**src/rtl/arith_flag_pkg.sv**
```systemverilog
package arith_flag_pkg;

  typedef enum logic [1:0] {
    OP_ADD = 2'd0,
    OP_ADC = 2'd1,
    OP_SUB = 2'd2,
    OP_SBB = 2'd3
  } arith_op_e;

  typedef struct packed {
    logic ovf;
    logic sgn;
    logic zro;
    logic hcy;
    logic par;
    logic cry;
  } stat_flags_t;

  localparam int STAT_W   = 16;
  localparam int POS_CRY  = 0;
  localparam int POS_PAR  = 2;
  localparam int POS_HCY  = 4;
  localparam int POS_ZRO  = 6;
  localparam int POS_SGN  = 7;
  localparam int POS_STEP = 8;
  localparam int POS_IEN  = 9;
  localparam int POS_DIR  = 10;
  localparam int POS_OVF  = 11;

  localparam logic [STAT_W-1:0] DEFINED_MASK = 16'h0FD5;
  localparam logic [STAT_W-1:0] CTRL_MASK    = 16'h0700;

endpackage

```
**src/rtl/reset_sync.sv**
```systemverilog
module reset_sync #(
  parameter int STAGES = 2
) (
  input  logic clk,
  input  logic rst_n,
  output logic rst_sync_n
);
  logic [STAGES-1:0] sync_q;
  logic [STAGES-1:0] sync_d;

  always_comb begin
    sync_d = {sync_q[STAGES-2:0], 1'b1};
  end

  always_ff @(posedge clk or negedge rst_n) begin
    if (!rst_n) sync_q <= '0;
    else        sync_q <= sync_d;
  end

  assign rst_sync_n = sync_q[STAGES-1];
endmodule

```
**src/rtl/addsub_chain.sv**
```systemverilog
module addsub_chain #(
  parameter int WIDE_W   = 16,
  parameter int NARROW_W = 8,
  parameter int NIB_W    = 4
) (
  input  logic [WIDE_W-1:0] a_in,
  input  logic [WIDE_W-1:0] b_in,
  input  logic              cy_in,
  input  logic              subtract,
  input  logic              narrow,
  output logic [WIDE_W-1:0] sum_out,
  output logic              cy_out_msb,
  output logic              cy_into_msb,
  output logic              cy_nib
);
  localparam int UPPER_W = WIDE_W - NARROW_W;

  logic [WIDE_W-1:0] b_eff;
  logic [WIDE_W:0]   chain;
  logic [WIDE_W-1:0] raw_sum;

  // Subtract is done as a + ~b + ~borrow; the chain carries "no borrow".
  assign b_eff    = subtract ? ~b_in : b_in;
  assign chain[0] = subtract ? ~cy_in : cy_in;

  genvar i;
  generate
    for (i = 0; i < WIDE_W; i++) begin : g_bit
      logic prop;
      assign prop         = a_in[i] ^ b_eff[i];
      assign raw_sum[i]   = prop ^ chain[i];
      assign chain[i+1]   = (a_in[i] & b_eff[i]) | (prop & chain[i]);
    end
  endgenerate

  always_comb begin
    if (narrow) begin
      sum_out     = {{UPPER_W{1'b0}}, raw_sum[NARROW_W-1:0]};
      cy_out_msb  = chain[NARROW_W];
      cy_into_msb = chain[NARROW_W-1];
    end else begin
      sum_out     = raw_sum;
      cy_out_msb  = chain[WIDE_W];
      cy_into_msb = chain[WIDE_W-1];
    end
  end

  assign cy_nib = chain[NIB_W];
endmodule

```
**src/rtl/status_eval.sv**
```systemverilog
module status_eval
  import arith_flag_pkg::*;
#(
  parameter int WIDE_W   = 16,
  parameter int NARROW_W = 8
) (
  input  logic [WIDE_W-1:0] sum_in,
  input  logic              cy_out_msb,
  input  logic              cy_into_msb,
  input  logic              cy_nib,
  input  logic              subtract,
  input  logic              narrow,
  output stat_flags_t       stat
);
  always_comb begin
    stat.cry = subtract ^ cy_out_msb;
    stat.hcy = subtract ^ cy_nib;
    stat.ovf = cy_into_msb ^ cy_out_msb;
    stat.par = ~^sum_in[NARROW_W-1:0];
    if (narrow) begin
      stat.zro = (sum_in[NARROW_W-1:0] == '0);
      stat.sgn = sum_in[NARROW_W-1];
    end else begin
      stat.zro = (sum_in == '0);
      stat.sgn = sum_in[WIDE_W-1];
    end
  end
endmodule

```
**src/rtl/flag_word_reg.sv**
```systemverilog
module flag_word_reg
  import arith_flag_pkg::*;
(
  input  logic              clk,
  input  logic              rst_n,
  input  logic              arith_load,
  input  stat_flags_t       stat,
  input  logic              wr_en,
  input  logic [STAT_W-1:0] wr_data,
  output logic [STAT_W-1:0] word_q
);
  logic [STAT_W-1:0] word_d;
  logic              word_en;

  always_comb begin
    word_d  = word_q;
    word_en = wr_en | arith_load;
    if (wr_en) begin
      word_d = wr_data & DEFINED_MASK;
    end else if (arith_load) begin
      word_d[POS_CRY] = stat.cry;
      word_d[POS_PAR] = stat.par;
      word_d[POS_HCY] = stat.hcy;
      word_d[POS_ZRO] = stat.zro;
      word_d[POS_SGN] = stat.sgn;
      word_d[POS_OVF] = stat.ovf;
    end
  end

  always_ff @(posedge clk or negedge rst_n) begin
    if (!rst_n)       word_q <= '0;
    else if (word_en) word_q <= word_d;
  end
endmodule

```
**src/rtl/arith_flag_unit.sv**
```systemverilog
module arith_flag_unit
  import arith_flag_pkg::*;
#(
  parameter int WIDE_W   = 16,
  parameter int NARROW_W = 8,
  parameter int NIB_W    = 4
) (
  input  logic              clk,
  input  logic              rst_n,
  input  logic [1:0]        op_sel,
  input  logic              word_mode,
  input  logic [WIDE_W-1:0] opa,
  input  logic [WIDE_W-1:0] opb,
  input  logic              carry_in,
  input  logic              op_valid,
  input  logic              flags_wr,
  input  logic [STAT_W-1:0] flags_wdata,
  output logic [WIDE_W-1:0] result,
  output logic              cf_o,
  output logic              pf_o,
  output logic              af_o,
  output logic              zf_o,
  output logic              sf_o,
  output logic              of_o,
  output logic [STAT_W-1:0] flags_q
);
  arith_op_e   op;
  logic        subtract;
  logic        use_cy;
  logic        cy_eff;
  logic        narrow;
  logic        c_out;
  logic        c_into;
  logic        c_nib;
  logic        rst_q_n;
  stat_flags_t stat;

  always_comb begin
    op       = arith_op_e'(op_sel);
    subtract = (op == OP_SUB) || (op == OP_SBB);
    use_cy   = (op == OP_ADC) || (op == OP_SBB);
    cy_eff   = use_cy & carry_in;
    narrow   = ~word_mode;
  end

  reset_sync #(.STAGES(2)) u_rst (
    .clk        (clk),
    .rst_n      (rst_n),
    .rst_sync_n (rst_q_n)
  );

  addsub_chain #(.WIDE_W(WIDE_W), .NARROW_W(NARROW_W), .NIB_W(NIB_W)) u_chain (
    .a_in        (opa),
    .b_in        (opb),
    .cy_in       (cy_eff),
    .subtract    (subtract),
    .narrow      (narrow),
    .sum_out     (result),
    .cy_out_msb  (c_out),
    .cy_into_msb (c_into),
    .cy_nib      (c_nib)
  );

  status_eval #(.WIDE_W(WIDE_W), .NARROW_W(NARROW_W)) u_eval (
    .sum_in      (result),
    .cy_out_msb  (c_out),
    .cy_into_msb (c_into),
    .cy_nib      (c_nib),
    .subtract    (subtract),
    .narrow      (narrow),
    .stat        (stat)
  );

  flag_word_reg u_word (
    .clk        (clk),
    .rst_n      (rst_q_n),
    .arith_load (op_valid),
    .stat       (stat),
    .wr_en      (flags_wr),
    .wr_data    (flags_wdata),
    .word_q     (flags_q)
  );

  assign cf_o = stat.cry;
  assign pf_o = stat.par;
  assign af_o = stat.hcy;
  assign zf_o = stat.zro;
  assign sf_o = stat.sgn;
  assign of_o = stat.ovf;
endmodule

```
**config.mk**
```make
export PLATFORM = sky130hd
export DESIGN_NAME = arith_flag_unit
export DESIGN_NICKNAME = d
export VERILOG_FILES = /design/src/rtl/arith_flag_pkg.sv /design/src/rtl/reset_sync.sv /design/src/rtl/addsub_chain.sv /design/src/rtl/status_eval.sv /design/src/rtl/flag_word_reg.sv /design/src/rtl/arith_flag_unit.sv
export SDC_FILE = /design/constraint.sdc
export NUM_CORES = 1
export LEC_CHECK = 0
export BUFFER_PORTS_ARGS = -buffer_cell sky130_fd_sc_hd__buf_2
export CAP_MARGIN = 0
export CELL_PAD_IN_SITES_DETAIL_PLACEMENT = 1
export CELL_PAD_IN_SITES_GLOBAL_PLACEMENT = 2
export CORE_UTILIZATION = 20
export CTS_BUF_LIST = sky130_fd_sc_hd__clkbuf_16
export CTS_CLUSTER_DIAMETER = 40
export DETAILED_ROUTE_END_ITERATION = 7
export MAX_ROUTING_LAYER = met4
export PLACE_DENSITY_LB_ADDON = 0.15
export SLEW_MARGIN = 40
export SYNTH_ARGS = -nofsm -noshare
export SYNTH_HDL_FRONTEND = slang
export SYNTH_SLANG_ARGS = --single-unit
```
**constraint.sdc**
```tcl
create_clock -name clk -period 11.6 [get_ports clk]
set_clock_uncertainty 0.15 [all_clocks]
set_input_delay 2.32 -clock clk [delete_from_list [all_inputs] [get_ports clk]]
set_output_delay 2.32 -clock clk [all_outputs]
set_load 0.05 [all_outputs]
```
==> results of run 1 <==
[cells by family (layout without fill, tap and decap cells)]
family | after synthesis | in the layout | share of synthesized area
buffers and inverters | 25 | 115 | 0.107
and+or+nand+nor | 18 | 18 | 0.0797
xor gates and xnor gates | 24 | 24 | 0.171
AOI/OAI and AO/OA | 11 | 11 | 0.0620
other | 2 | 8 | 0.00590
DFF | 11 | 11 | 0.216
muxes | 8 | 8 | 0.0669
adders and majority gates | 20 | 20 | 0.291
[cells in the mapped netlist (all sizes together)]
master and count:
o21ai 3, buf 11, a21o 3, nand2b 1, nor2 2, mux2i 4
inv 14, ha 4, nand2 3, a22oi 1, a21boi 1, and2b 1
nand4 1, conb 2, and2 8, dfrtp 11, a22o 3, xor2 16
xnor2 8, fa 16, nor4 2, mux2 4
[placed cells by master (no fill, tap or decap), types with 4 or more instances in the layout]
master / instances
and2_1: 8
buf_2: 73
buf_4: 20
conb_1: 8
dfrtp_1: 11
fa_2: 15
ha_1: 4
inv_1: 11
inv_2: 4
xnor2_1: 7
xor2_1: 14
[where the power goes]
| part | switching (mW) | leakage, nW | total [mW] | internal, mW |
|---|---|---|---|---|
| sequential | 0.00362 | 0.131 | 0.0476 | 0.0440 |
| combinational | 0.186 | 0.869 | 0.279 | 0.0931 |
| clock | 0.0151 | 0.0423 | 0.0601 | 0.0451 |
| total | 0.205 | 1.04 | 0.387 | 0.182 |
[state kept, by name (all words and copies together), names as in the netlist]
register	count
u_rst.sync_q	2
u_word.word_q	9
[metal layers]
metal	part of all wire	global-route usage	vias to the layer above
met2	0.56	0.226	47
met1	0.37	0.137	540
met4	0	0.0158	0
met5	0	-	-
met3	0.069	0.0133	0
li1	-	-	548
[area by class of cell]
type	instances	area [um2]
fillers	720	3980
multi-input cells	89	973
repair buffers	97	572
flip-flops and latches	11	275
well taps	75	93.8
clock buffers	3	75.1
inverters	14	52.6
clock inverters	1	3.75
[final timing paths]
| kind | end | cells past startpoint |
|---|---|---|
| setup / recovery | zf_o | 26 |
| hold / removal | u_word.word_q[10]$_DFFE_PN0P_ | 0 |
| setup reg to reg | u_word.word_q[2]$_DFFE_PN0N_ | 2 |
| hold reg to reg | u_word.word_q[10]$_DFFE_PN0P_ | 0 |
| max in group asynchronous | u_rst.sync_q[0]$_DFF_PN0_ | 1 |
| min in group clk | u_rst.sync_q[1]$_DFF_PN0_ | 0 |
[critical path: cells and delay by family]
family / cells / cell delay, ps
XOR/XNOR: 1 / 170
AO/OA/AOI/OAI: 1 / 130
buffers and inverters: 6 / 470
adder cells (fa/ha/maj): 16 / 5580
AND/OR/NAND/NOR: 2 / 310
[stage by stage]
step	instance area, um2	setup WS (ps)
after floorplan	1330	-107
after global placement	1820	-535
after detailed placement	1820	-595
after CTS	2010	-113
after global routing	2050	-144
final	2050	138
[timing repair]
| item | 4_1_cts | 5_1_grt |
|---|---|---|
| pin swaps | 5 | 5 |
| endpoints found under the setup margin | 5 | 5 |
| setup buffers | 4 | 3 |
| gates cloned | 0 | 0 |
| gates resized for setup | 29 | 7 |
| hold buffers | 0 | 0 |
==> results.tsv, run 1 <==
stage	metric	value	unit
run_status	failing checks	hold timing	
worst_setup_path	Worst Path Required	9130	ps
finish	Final Non-Filler Cells	290	
yosys	Synth Cell Area	0.00127	mm2
place	GP Congestion	0.776	
yosys	Mapped Cells	119	
sta	RSZ-0062 raised after global routing	yes	
power_and_ir_drop	Leak Pwr	1.04	nW
worst_setup_path	critical path startpoint	op_sel[1]	
finish	# diodes	0	
power_and_ir_drop	PD cells	189	mW/mm2
worst_setup_path	WS Path Type	input port to primary output	
finish	Syn-to-layout area delta	60.8	%
routing	final WL	3730	um
die	DIE HEIGHT	81.8	um
routing	drt via density	3.91	
yosys	Yosys top cell area share	0.252	
place	dpl hpwl	3250	um
grt	first-pass GRT wire length	6000	um
yosys	Netlist cell types	26	
sta	count of final max-slew check failures	0	
routing	drt drc	0	
finish	nets@finish	292	
worst_setup_path	CP Capture Type	primary output	
grt	pin count of the biggest net entering global routing	14	
worst_setup_path	setup slack, reg-to-reg	10620	ps
worst_setup_path	CP peak stage delay	480	ps
yosys	yosys warns	0	
grt	vias in the first global route	1293	
place	placed cells	279	
run_status	outcome	finished with violations	
sta	period utilization	0.988	
worst_setup_path	crit-path most repeated cell	fa_2	
sta	Final setup viols	0	
grt	overall routing resource usage	0.120	
yosys	Seq/Total Area, Yosys	0.216	
die	die width	81.8	um
worst_setup_path	WP data arrival	8990	ps
clock_network	TritonCTS Sinks	11	
worst_setup_path	reg-to-reg startpoint	u_word.word_q[2]$_DFFE_PN0N_	
die	Top Ports	94	
finish	layout cells sized above 1	0.609	
die	die area	0.00669	mm2
finish	final cell utilization of the core	0.339	
grt	initial antenna violation count	0	
routing	Routed Antenna Nets	0	
sta	hold slack	-1.54	ps
yosys	most area-consuming cells after synthesis	fa_1, dfrtp_1, xor2_1	
yosys	area leader, netlist	fa_1	
clock_network	Reg clk slew, reported paths	40	ps
sta	Fin. Hold Viols	6	
clock_network	CTS tree	built	
hold_path	min-delay worst type	register to asynchronous set/reset pin	
clock_network	latest clock arrival within the worst-skew pair	230	ps
place	PortBufs	79	
worst_setup_path	critical-path cell with the highest stage delay	fa_1	
die	Core Area	0.00603	mm2
worst_setup_path	CP Launch Type	input port	
clock_network	clock buffer depth	2	
die	standard-cell rows	28	
sta	minimum clock period	11460	ps
power_and_ir_drop	Total Power	387	uW
clock_network	total CTS buffers	3	
sta	Setup TNS	0	ps
worst_setup_path	peak fanout along the critical path	4	
routing	First-pass DRT Iterations	2	
die	initial core utilization	0.211	
clock_network	H-tree Lvls	1	
yosys	syn avg cell area	10.7	um2
routing	DRT iter0 DRCs	5	
routing	via count	1135	
job	max_cap viols	0	
clock_network	Clock Tree Root	clkbuf_16	
sta	fmax	0.0872	GHz
grt	gr ovfl total	0	
yosys	synthesis-stage register bit count	11	
power_and_ir_drop	Max VDD drop	0.0790	mV
routing	Avg WL per Cell	12.9	um
Power figures use the tool's default switching activity.
==> run 2: changes to the inputs <==
--- a/config.mk
+++ b/config.mk
@@ -9,6 +9,7 @@
 export CAP_MARGIN = 0
 export CELL_PAD_IN_SITES_DETAIL_PLACEMENT = 1
 export CELL_PAD_IN_SITES_GLOBAL_PLACEMENT = 2
+export CORE_ASPECT_RATIO = 0.75
 export CORE_UTILIZATION = 20
 export CTS_BUF_LIST = sky130_fd_sc_hd__clkbuf_16
 export CTS_CLUSTER_DIAMETER = 40
==> run 2 against run 1 <==
The run now ends clean; die area about the same; routed wire length decreased by 0.35%; combinational power down 1%; register-to-register slack improved by 20 ps; sequential share of layout area up 0.20 points; final cell count is 0.69% lower; count of clock-buffer cells in the layout did not move; critical path type unchanged.
==> results.tsv, run 2 (same netlist as run 1, synthesis figures left out) <==
stage	metric	value	unit	change
worst_setup_path	Worst Path Required	9130	ps	about the same
routing	First-pass DRT Iterations	2		unchanged
finish	area of the multi-input gates	972	um2	-0.13%
sta	count of final max-slew check failures	0		unchanged
routing	Routed Antenna Nets	0		unchanged
routing	final WL	3720	um	-0.35%
worst_setup_path	critical path startpoint	op_sel[1]		
worst_setup_path	Setup crit end	zf_o		
power_and_ir_drop	clock share of power	0.159		+0.004
finish	fillcell total	689		-4.3%
power_and_ir_drop	Gate power share	0.718		-0.004
grt	initial antenna violation count	0		unchanged
worst_setup_path	reg-to-reg startpoint	u_word.word_q[2]$_DFFE_PN0N_		
finish	# diodes	0		unchanged
worst_setup_path	peak fanout along the critical path	4		unchanged
finish	commonest non-fill, non-tap cells in the layout	buf_2, fa_2, xor2_1		
grt	GR Util met2	0.213		-0.0123
grt	vias in the first global route	1224		-5.3%
routing	drt drc	0		unchanged
die	standard-cell rows	24		-14%
job	max_cap viols	0		unchanged
die	Top Ports	94		unchanged
clock_network	clock buffer depth	2		unchanged
finish	layout cells sized above 1	0.600		-0.00930
finish	final cell utilization of the core	0.337		-0.00218
sta	fmax	0.0874	GHz	+0.15%
run_status	outcome	finished, final reports clean		
grt	pin count of the biggest net entering global routing	17		+3
finish	nets@finish	287		-1.7%
power_and_ir_drop	sw frac	0.535		+0.00631
worst_setup_path	WS Path Type	input port to primary output		
die	initial core utilization	0.213		+0.00177
routing	via count	1135		unchanged
clock_network	latest clock arrival within the worst-skew pair	230	ps	about the same
sta	RSZ-0062 raised after global routing	yes		
finish	Syn-to-layout area delta	58.4	%	
worst_setup_path	critical-path cell with the highest stage delay	fa_2		
routing	Avg WL per Cell	12.9	um	+0.34%
routing	DRT iter0 DRCs	25		+20
place	GP Congestion	0.744		-4.0%
sta	period utilization	0.987		-0.00144
sta	Final setup viols	0		unchanged
clock_network	Reg clk slew, reported paths	40	ps	about the same
worst_setup_path	setup slack, reg-to-reg	10640	ps	+20 ps
grt	GR peak layer	met2		
clock_network	H-tree Lvls	1		unchanged
clock_network	total CTS buffers	3		unchanged
sta	minimum clock period	11440	ps	-16.7 ps
die	die area	0.00669	mm2	about the same
place	dpl hpwl	3320	um	+2.0%
hold_path	min-delay worst type	register to asynchronous set/reset pin		
power_and_ir_drop	Max VDD drop	0.131	mV	+66%
grt	overall routing resource usage	0.119		-0.000572
finish	Storage cell area	275	um2	unchanged
place	placed cells	279		unchanged
power_and_ir_drop	P_int	178	uW	-2.1%
power_and_ir_drop	PD cells	190	mW/mm2	+0.68%
worst_setup_path	FF-to-FF path depth	2		unchanged
die	DIE HEIGHT	71.1	um	-13%
grt	met1 Use GR	0.137		-0.000634
clock_network	Clock Tree Root	clkbuf_16		
worst_setup_path	WP data arrival	8970	ps	-20 ps
worst_setup_path	CP Capture Type	primary output		
grt	first-pass GRT wire length	5840	um	-2.8%
sta	Fin. Hold Viols	0		-6
power_and_ir_drop	Seq pwr share	0.123		about the same
die	Core Area	0.00598	mm2	-0.83%
worst_setup_path	worst flop-to-flop path endpoint	u_word.word_q[2]$_DFFE_PN0N_		
finish	largest registers	u_word.word_q (9), u_rst.sync_q (2)		
clock_network	TritonCTS Sinks	11		unchanged
place	PortBufs	79		unchanged
finish	commonest non-fill, non-tap cell in the layout	buf_2		
finish	Final Non-Filler Cells	288		-0.69%
die	die width	94.1	um	+15%
worst_setup_path	CP peak stage delay	460	ps	-20 ps
grt	Global Route met3 Usage	0.0269		+0.0135
routing	drt via density	3.94		+0.69%
worst_setup_path	crit-path most repeated cell	fa_2		
clock_network	CTS tree	built		
power_and_ir_drop	Leak Pwr	1.02	nW	-2.0%
power_and_ir_drop	Net Switching	205	uW	+0.39%
finish	register name with the most flops	u_word.word_q		
finish	max reg flops	9		unchanged
worst_setup_path	CP Launch Type	input port		
grt	gr ovfl total	0		unchanged
-- run 2: cell count changes in the layout (fill, tap and decap cells not counted), sizes merged --
cell	before	now
buf	97	92
-- run 2: per-stage QoR --
step	cell area, um2	hold slack [ps]	setup TNS [ps]	worst slack, ps	power [mW]
CTS	1950	25.3	-27.4	-27.4	0.382
global route	2020	51.0	-71.3	-67.1	0.408
finish	2020	5.24	0	155	0.384
global placement	1800	6.92	-1780	-469	0.307
floorplan	1330	-42.2	-107	-107	0.249
detailed placement	1800	21.7	-2480	-603	0.311
-- run 2: final cells by class --
type                            instances  area share
Clock buffer                            3      0.0372
Tap cell                               78      0.0484
Inverter                               14      0.0261
Clock inverter                          1     0.00186
Sequential cell                        11       0.137
Multi-Input combinational cell         89       0.482
Timing Repair Buffer                   92       0.268
-- run 2: worst max-delay path, delay by kind of cell --
| kind | cells | cell delay, ps |
|---|---|---|
| compound gates | 1 | 130 |
| xor+xnor | 1 | 170 |
| fa+ha+maj | 16 | 5550 |
| buf+inv | 6 | 470 |
| simple gates | 2 | 320 |
-- run 2: worst min path at each step --
stage	to	start	cells after the start
after floorplan	u_word.word_q[0]$_DFFE_PN0N_	u_rst.sync_q[1]$_DFF_PN0_	0
final	u_word.word_q[4]$_DFFE_PN0N_	u_rst.sync_q[1]$_DFF_PN0_	0
after global placement	u_word.word_q[4]$_DFFE_PN0N_	u_rst.sync_q[1]$_DFF_PN0_	0
after CTS	u_word.word_q[0]$_DFFE_PN0N_	u_rst.sync_q[1]$_DFF_PN0_	0
after global routing	u_word.word_q[4]$_DFFE_PN0N_	u_rst.sync_q[1]$_DFF_PN0_	0
after detailed placement	u_word.word_q[4]$_DFFE_PN0N_	u_rst.sync_q[1]$_DFF_PN0_	0
-- run 2: what timing repair did --
item                       CTS  global route
hold buffers                 0             0
setup endpoints to repair    5             5
setup buffers                2             3
resized for setup           21            16
pin swaps                    2             2
hold endpoints to repair     0             0
-- run 2: power groups by stage --
stage / Clock [mW] / Combinational [mW] / Sequential (mW)
2_1_floorplan: 0 / 0.183 / 0.0653
6_report: 0.0612 / 0.275 / 0.0472
3_3_place_gp: 0 / 0.260 / 0.0473
3_5_place_dp: 0 / 0.264 / 0.0477
5_1_grt: 0.0646 / 0.295 / 0.0482
4_1_cts: 0.0625 / 0.272 / 0.0475
-- run 2: layer usage --
layer / part of all wire / routed length (um) / up-vias
li1: - / - / 541
met1: 0.41 / 1540 / 545
met2: 0.52 / 1920 / 47
met3: 0.063 / 233 / 2
met4: 0.0059 / 22 / 0
met5: 0 / 0 / -
==> run 3: changes to the inputs <==
--- a/config.mk
+++ b/config.mk
@@ -5,12 +5,13 @@
 export SDC_FILE = /design/constraint.sdc
 export NUM_CORES = 1
 export LEC_CHECK = 0
+export ABC_AREA = 1
 export BUFFER_PORTS_ARGS = -buffer_cell sky130_fd_sc_hd__buf_2
 export CAP_MARGIN = 0
 export CELL_PAD_IN_SITES_DETAIL_PLACEMENT = 1
 export CELL_PAD_IN_SITES_GLOBAL_PLACEMENT = 2
 export CORE_ASPECT_RATIO = 0.75
-export CORE_UTILIZATION = 20
+export CORE_UTILIZATION = 19
 export CTS_BUF_LIST = sky130_fd_sc_hd__clkbuf_16
 export CTS_CLUSTER_DIAMETER = 40
 export DETAILED_ROUTE_END_ITERATION = 7
==> run 3 against run 2 <==
Utilization decreased by 2.6 points; clock power about the same; fmax increased by 0.46%; highest routed layer unchanged.
==> results.tsv, run 3 <==
stage	metric	value	unit	change
routing	DRT iter0 DRCs	23		-8.0%
grt	first-pass GRT wire length	5910	um	+1.3%
grt	overall routing resource usage	0.107		-0.0119
clock_network	latest clock arrival within the worst-skew pair	230	ps	about the same
yosys	EDFF count, synth	0		unchanged
routing	First-pass DRT Iterations	4		+2
routing	Avg WL per Cell	10.8	um	-16%
routing	Routed Antenna Nets	0		unchanged
clock_network	TritonCTS Sinks	11		unchanged
finish	# diodes	0		unchanged
place	placed inst area	0.00189	mm2	+4.9%
finish	Syn-to-layout area delta	59.1	%	
routing	final WL	3690	um	-0.83%
worst_setup_path	crit-path most repeated cell	fa_2		
yosys	Netlist cell types	22		-15%
die	initial core utilization	0.196		-0.0170
die	standard-cell rows	26		+8.3%
yosys	Commonest cells post-synth	nand2_1, inv_1, xor2_1		
sta	count of final max-slew check failures	0		unchanged
clock_network	Clock Tree Root	clkbuf_16		
yosys	top-count cell post-synth	nand2_1		
worst_setup_path	critical-path cell with the highest stage delay	fa_2		
worst_setup_path	Crit path max-delay family	adder cells		
clock_network	H-tree Lvls	1		unchanged
finish	nets@finish	335		+17%
worst_setup_path	CP peak stage delay	540	ps	+80 ps
worst_setup_path	Worst Path Required	9130	ps	about the same
clock_network	clock buffer depth	2		unchanged
worst_setup_path	WS Path Type	input port to primary output		
worst_setup_path	CP Launch Type	input port		
hold_path	min-delay worst type	register to asynchronous set/reset pin		
grt	pin count of the biggest net entering global routing	18		+1
worst_setup_path	peak fanout along the critical path	2		-2
yosys	syn avg cell area	8.33	um2	-22%
finish	final cell utilization of the core	0.312		-0.0256
yosys	asr flop ratio synth	1.00		unchanged
yosys	Mapped Cells	160		+34%
job	max_cap viols	0		unchanged
die	Top Ports	94		unchanged
sta	fmax	0.0878	GHz	+0.46%
sta	minimum clock period	11390	ps	-52.9 ps
worst_setup_path	Crit path buffers/inverters	7		+1
power_and_ir_drop	PD cells	175	mW/mm2	-7.9%
finish	commonest non-fill, non-tap cell in the layout	buf_2		
finish	largest registers	u_word.word_q (9), u_rst.sync_q (2)		
power_and_ir_drop	Total Power	371	uW	-3.2%
die	die width	98.7	um	+4.9%
die	DIE HEIGHT	74.5	um	+4.9%
clock_network	total CTS buffers	3		unchanged
finish	commonest non-fill, non-tap cells in the layout	buf_2, nand2_1, inv_1		
grt	initial antenna violation count	0		unchanged
die	die area	0.00736	mm2	+10%
finish	max reg flops	9		unchanged
worst_setup_path	WP data arrival	8920	ps	-50 ps
power_and_ir_drop	Leak Pwr	1.19	nW	+17%
sta	Final setup viols	0		unchanged
yosys	Yosys top cell area share	0.240		-0.0113
yosys	top_reg_cell synth	dfrtp_1		
yosys	most area-consuming cells after synthesis	fa_1, dfrtp_1, nand2_1		
clock_network	Reg clk slew, reported paths	40	ps	about the same
run_status	outcome	finished, final reports clean		
routing	via count	1286		+13%
place	GP Congestion	0.674		-9.5%
yosys	yosys warns	0		unchanged
clock_network	CTS Hold Bufs	0		unchanged
sta	period utilization	0.982		-0.00456
yosys	synthesis-stage register bit count	11		unchanged
yosys	Synth Cell Area	0.00133	mm2	+4.7%
power_and_ir_drop	Max VDD drop	0.0429	mV	-67%
finish	layout cells sized above 1	0.516		-0.0845
place	PortBufs	79		unchanged
place	dpl hpwl	3250	um	-2.1%
sta	Fin. Hold Viols	0		unchanged
grt	gr ovfl total	0		unchanged
yosys	area leader, netlist	fa_1		
sta	Setup TNS	0	ps	unchanged
clock_network	CTS tree	built		
die	Core Area	0.00680	mm2	+14%
grt	vias in the first global route	1334		+9.0%
worst_setup_path	CP Capture Type	primary output		
routing	drt drc	0		unchanged
sta	final setup margin	208	ps	+52.9 ps
finish	cell area after layout	0.00212	mm2	+5.2%
sta	RSZ-0062 raised after global routing	yes		
finish	register name with the most flops	u_word.word_q		
yosys	Seq/Total Area, Yosys	0.207		-0.00975
routing	drt via density	3.76		-4.6%
place	Place WS	-614	ps	-10.4 ps
## run 3: cell count changes in the layout (fill, tap and decap cells not counted), sizes merged, moves of 2 or more
| cell | previous run | this run |
|---|---|---|
| a21o | 3 | 0 |
| a22o | 3 | 0 |
| a22oi | 1 | 5 |
| and2 | 8 | 3 |
| buf | 92 | 99 |
| inv | 15 | 31 |
| mux2 | 4 | 0 |
| mux2i | 4 | 0 |
| nand2 | 3 | 41 |
| nand3 | 0 | 4 |
| nor2 | 2 | 7 |
| nor4 | 2 | 0 |
| xnor2 | 8 | 4 |
## run 3: cell type report
type | instances | area [um2]
tap | 84 | 105
sequential | 11 | 275
multi-input combinational | 114 | 945
inverter | 30 | 113
timing repair buffer | 99 | 603
clock buffer | 3 | 75.1
fill | 828 | 4680
clock inverter | 1 | 3.75
## run 3: timing repair
item	in CTS	in global routing
pin swaps	2	4
resized for setup	21	20
buffers inserted	4	2
setup endpoints to repair	6	5
## run 3: report_power, final
group	internal, mW	switching [mW]
combinational	0.0875	0.177
sequential	0.0434	0.00285
clock	0.0451	0.0157
total	0.176	0.195
## run 3: worst register-to-register path, cell delays in order (launching register included)
cell	delay [ps]
dfrtp_1	360
a22oi_1	170
nand2_1	70
## run 3: worst paths after layout
| path | startpoint | endpoint | slack, ps | depth (start not counted) |
|---|---|---|---|---|
| setup / recovery | carry_in | zf_o | 210 | 29 |
| hold / removal | u_rst.sync_q[1]$_DFF_PN0_ | u_word.word_q[0]$_DFFE_PN0N_ | 20 | 0 |
| setup reg to reg | u_word.word_q[2]$_DFFE_PN0N_ | u_word.word_q[2]$_DFFE_PN0N_ | 10730 | 2 |
| hold reg to reg | u_rst.sync_q[1]$_DFF_PN0_ | u_word.word_q[0]$_DFFE_PN0N_ | 20 | 0 |
| max in group asynchronous | rst_n | u_rst.sync_q[1]$_DFF_PN0_ | 9490 | 1 |
| min in group clk | u_rst.sync_q[0]$_DFF_PN0_ | u_rst.sync_q[1]$_DFF_PN0_ | 210 | 0 |
## run 3: through the flow
step / instances / hold slack (ps)
detailed placement: 332 / 21.4
global route: 342 / 54.6
finish: 342 / 21.4
floorplan: 166 / -42.2
CTS: 340 / 25.1
global placement: 332 / 20.9
## run 3: metal layers
| layer | wire (um) | vias up | track usage |
|---|---|---|---|
| met5 | 0 | - | - |
| met3 | 251 | 2 | 0.0282 |
| met2 | 1690 | 46 | 0.170 |
| met1 | 1720 | 583 | 0.137 |
| li1 | - | 655 | - |
| met4 | 26 | 0 | 0.0249 |
## run 3: kinds of logic after synthesis
group                    count (synthesis)  share of synthesized area
AND/OR/NAND/NOR                         57                      0.179
buffers and inverters                   41                      0.150
XOR/XNOR                                21                      0.138
adder cells (fa/ha/maj)                 20                      0.278
flip-flops                              11                      0.207
AO/OA/AOI/OAI                            8                     0.0423
other                                    2                    0.00564
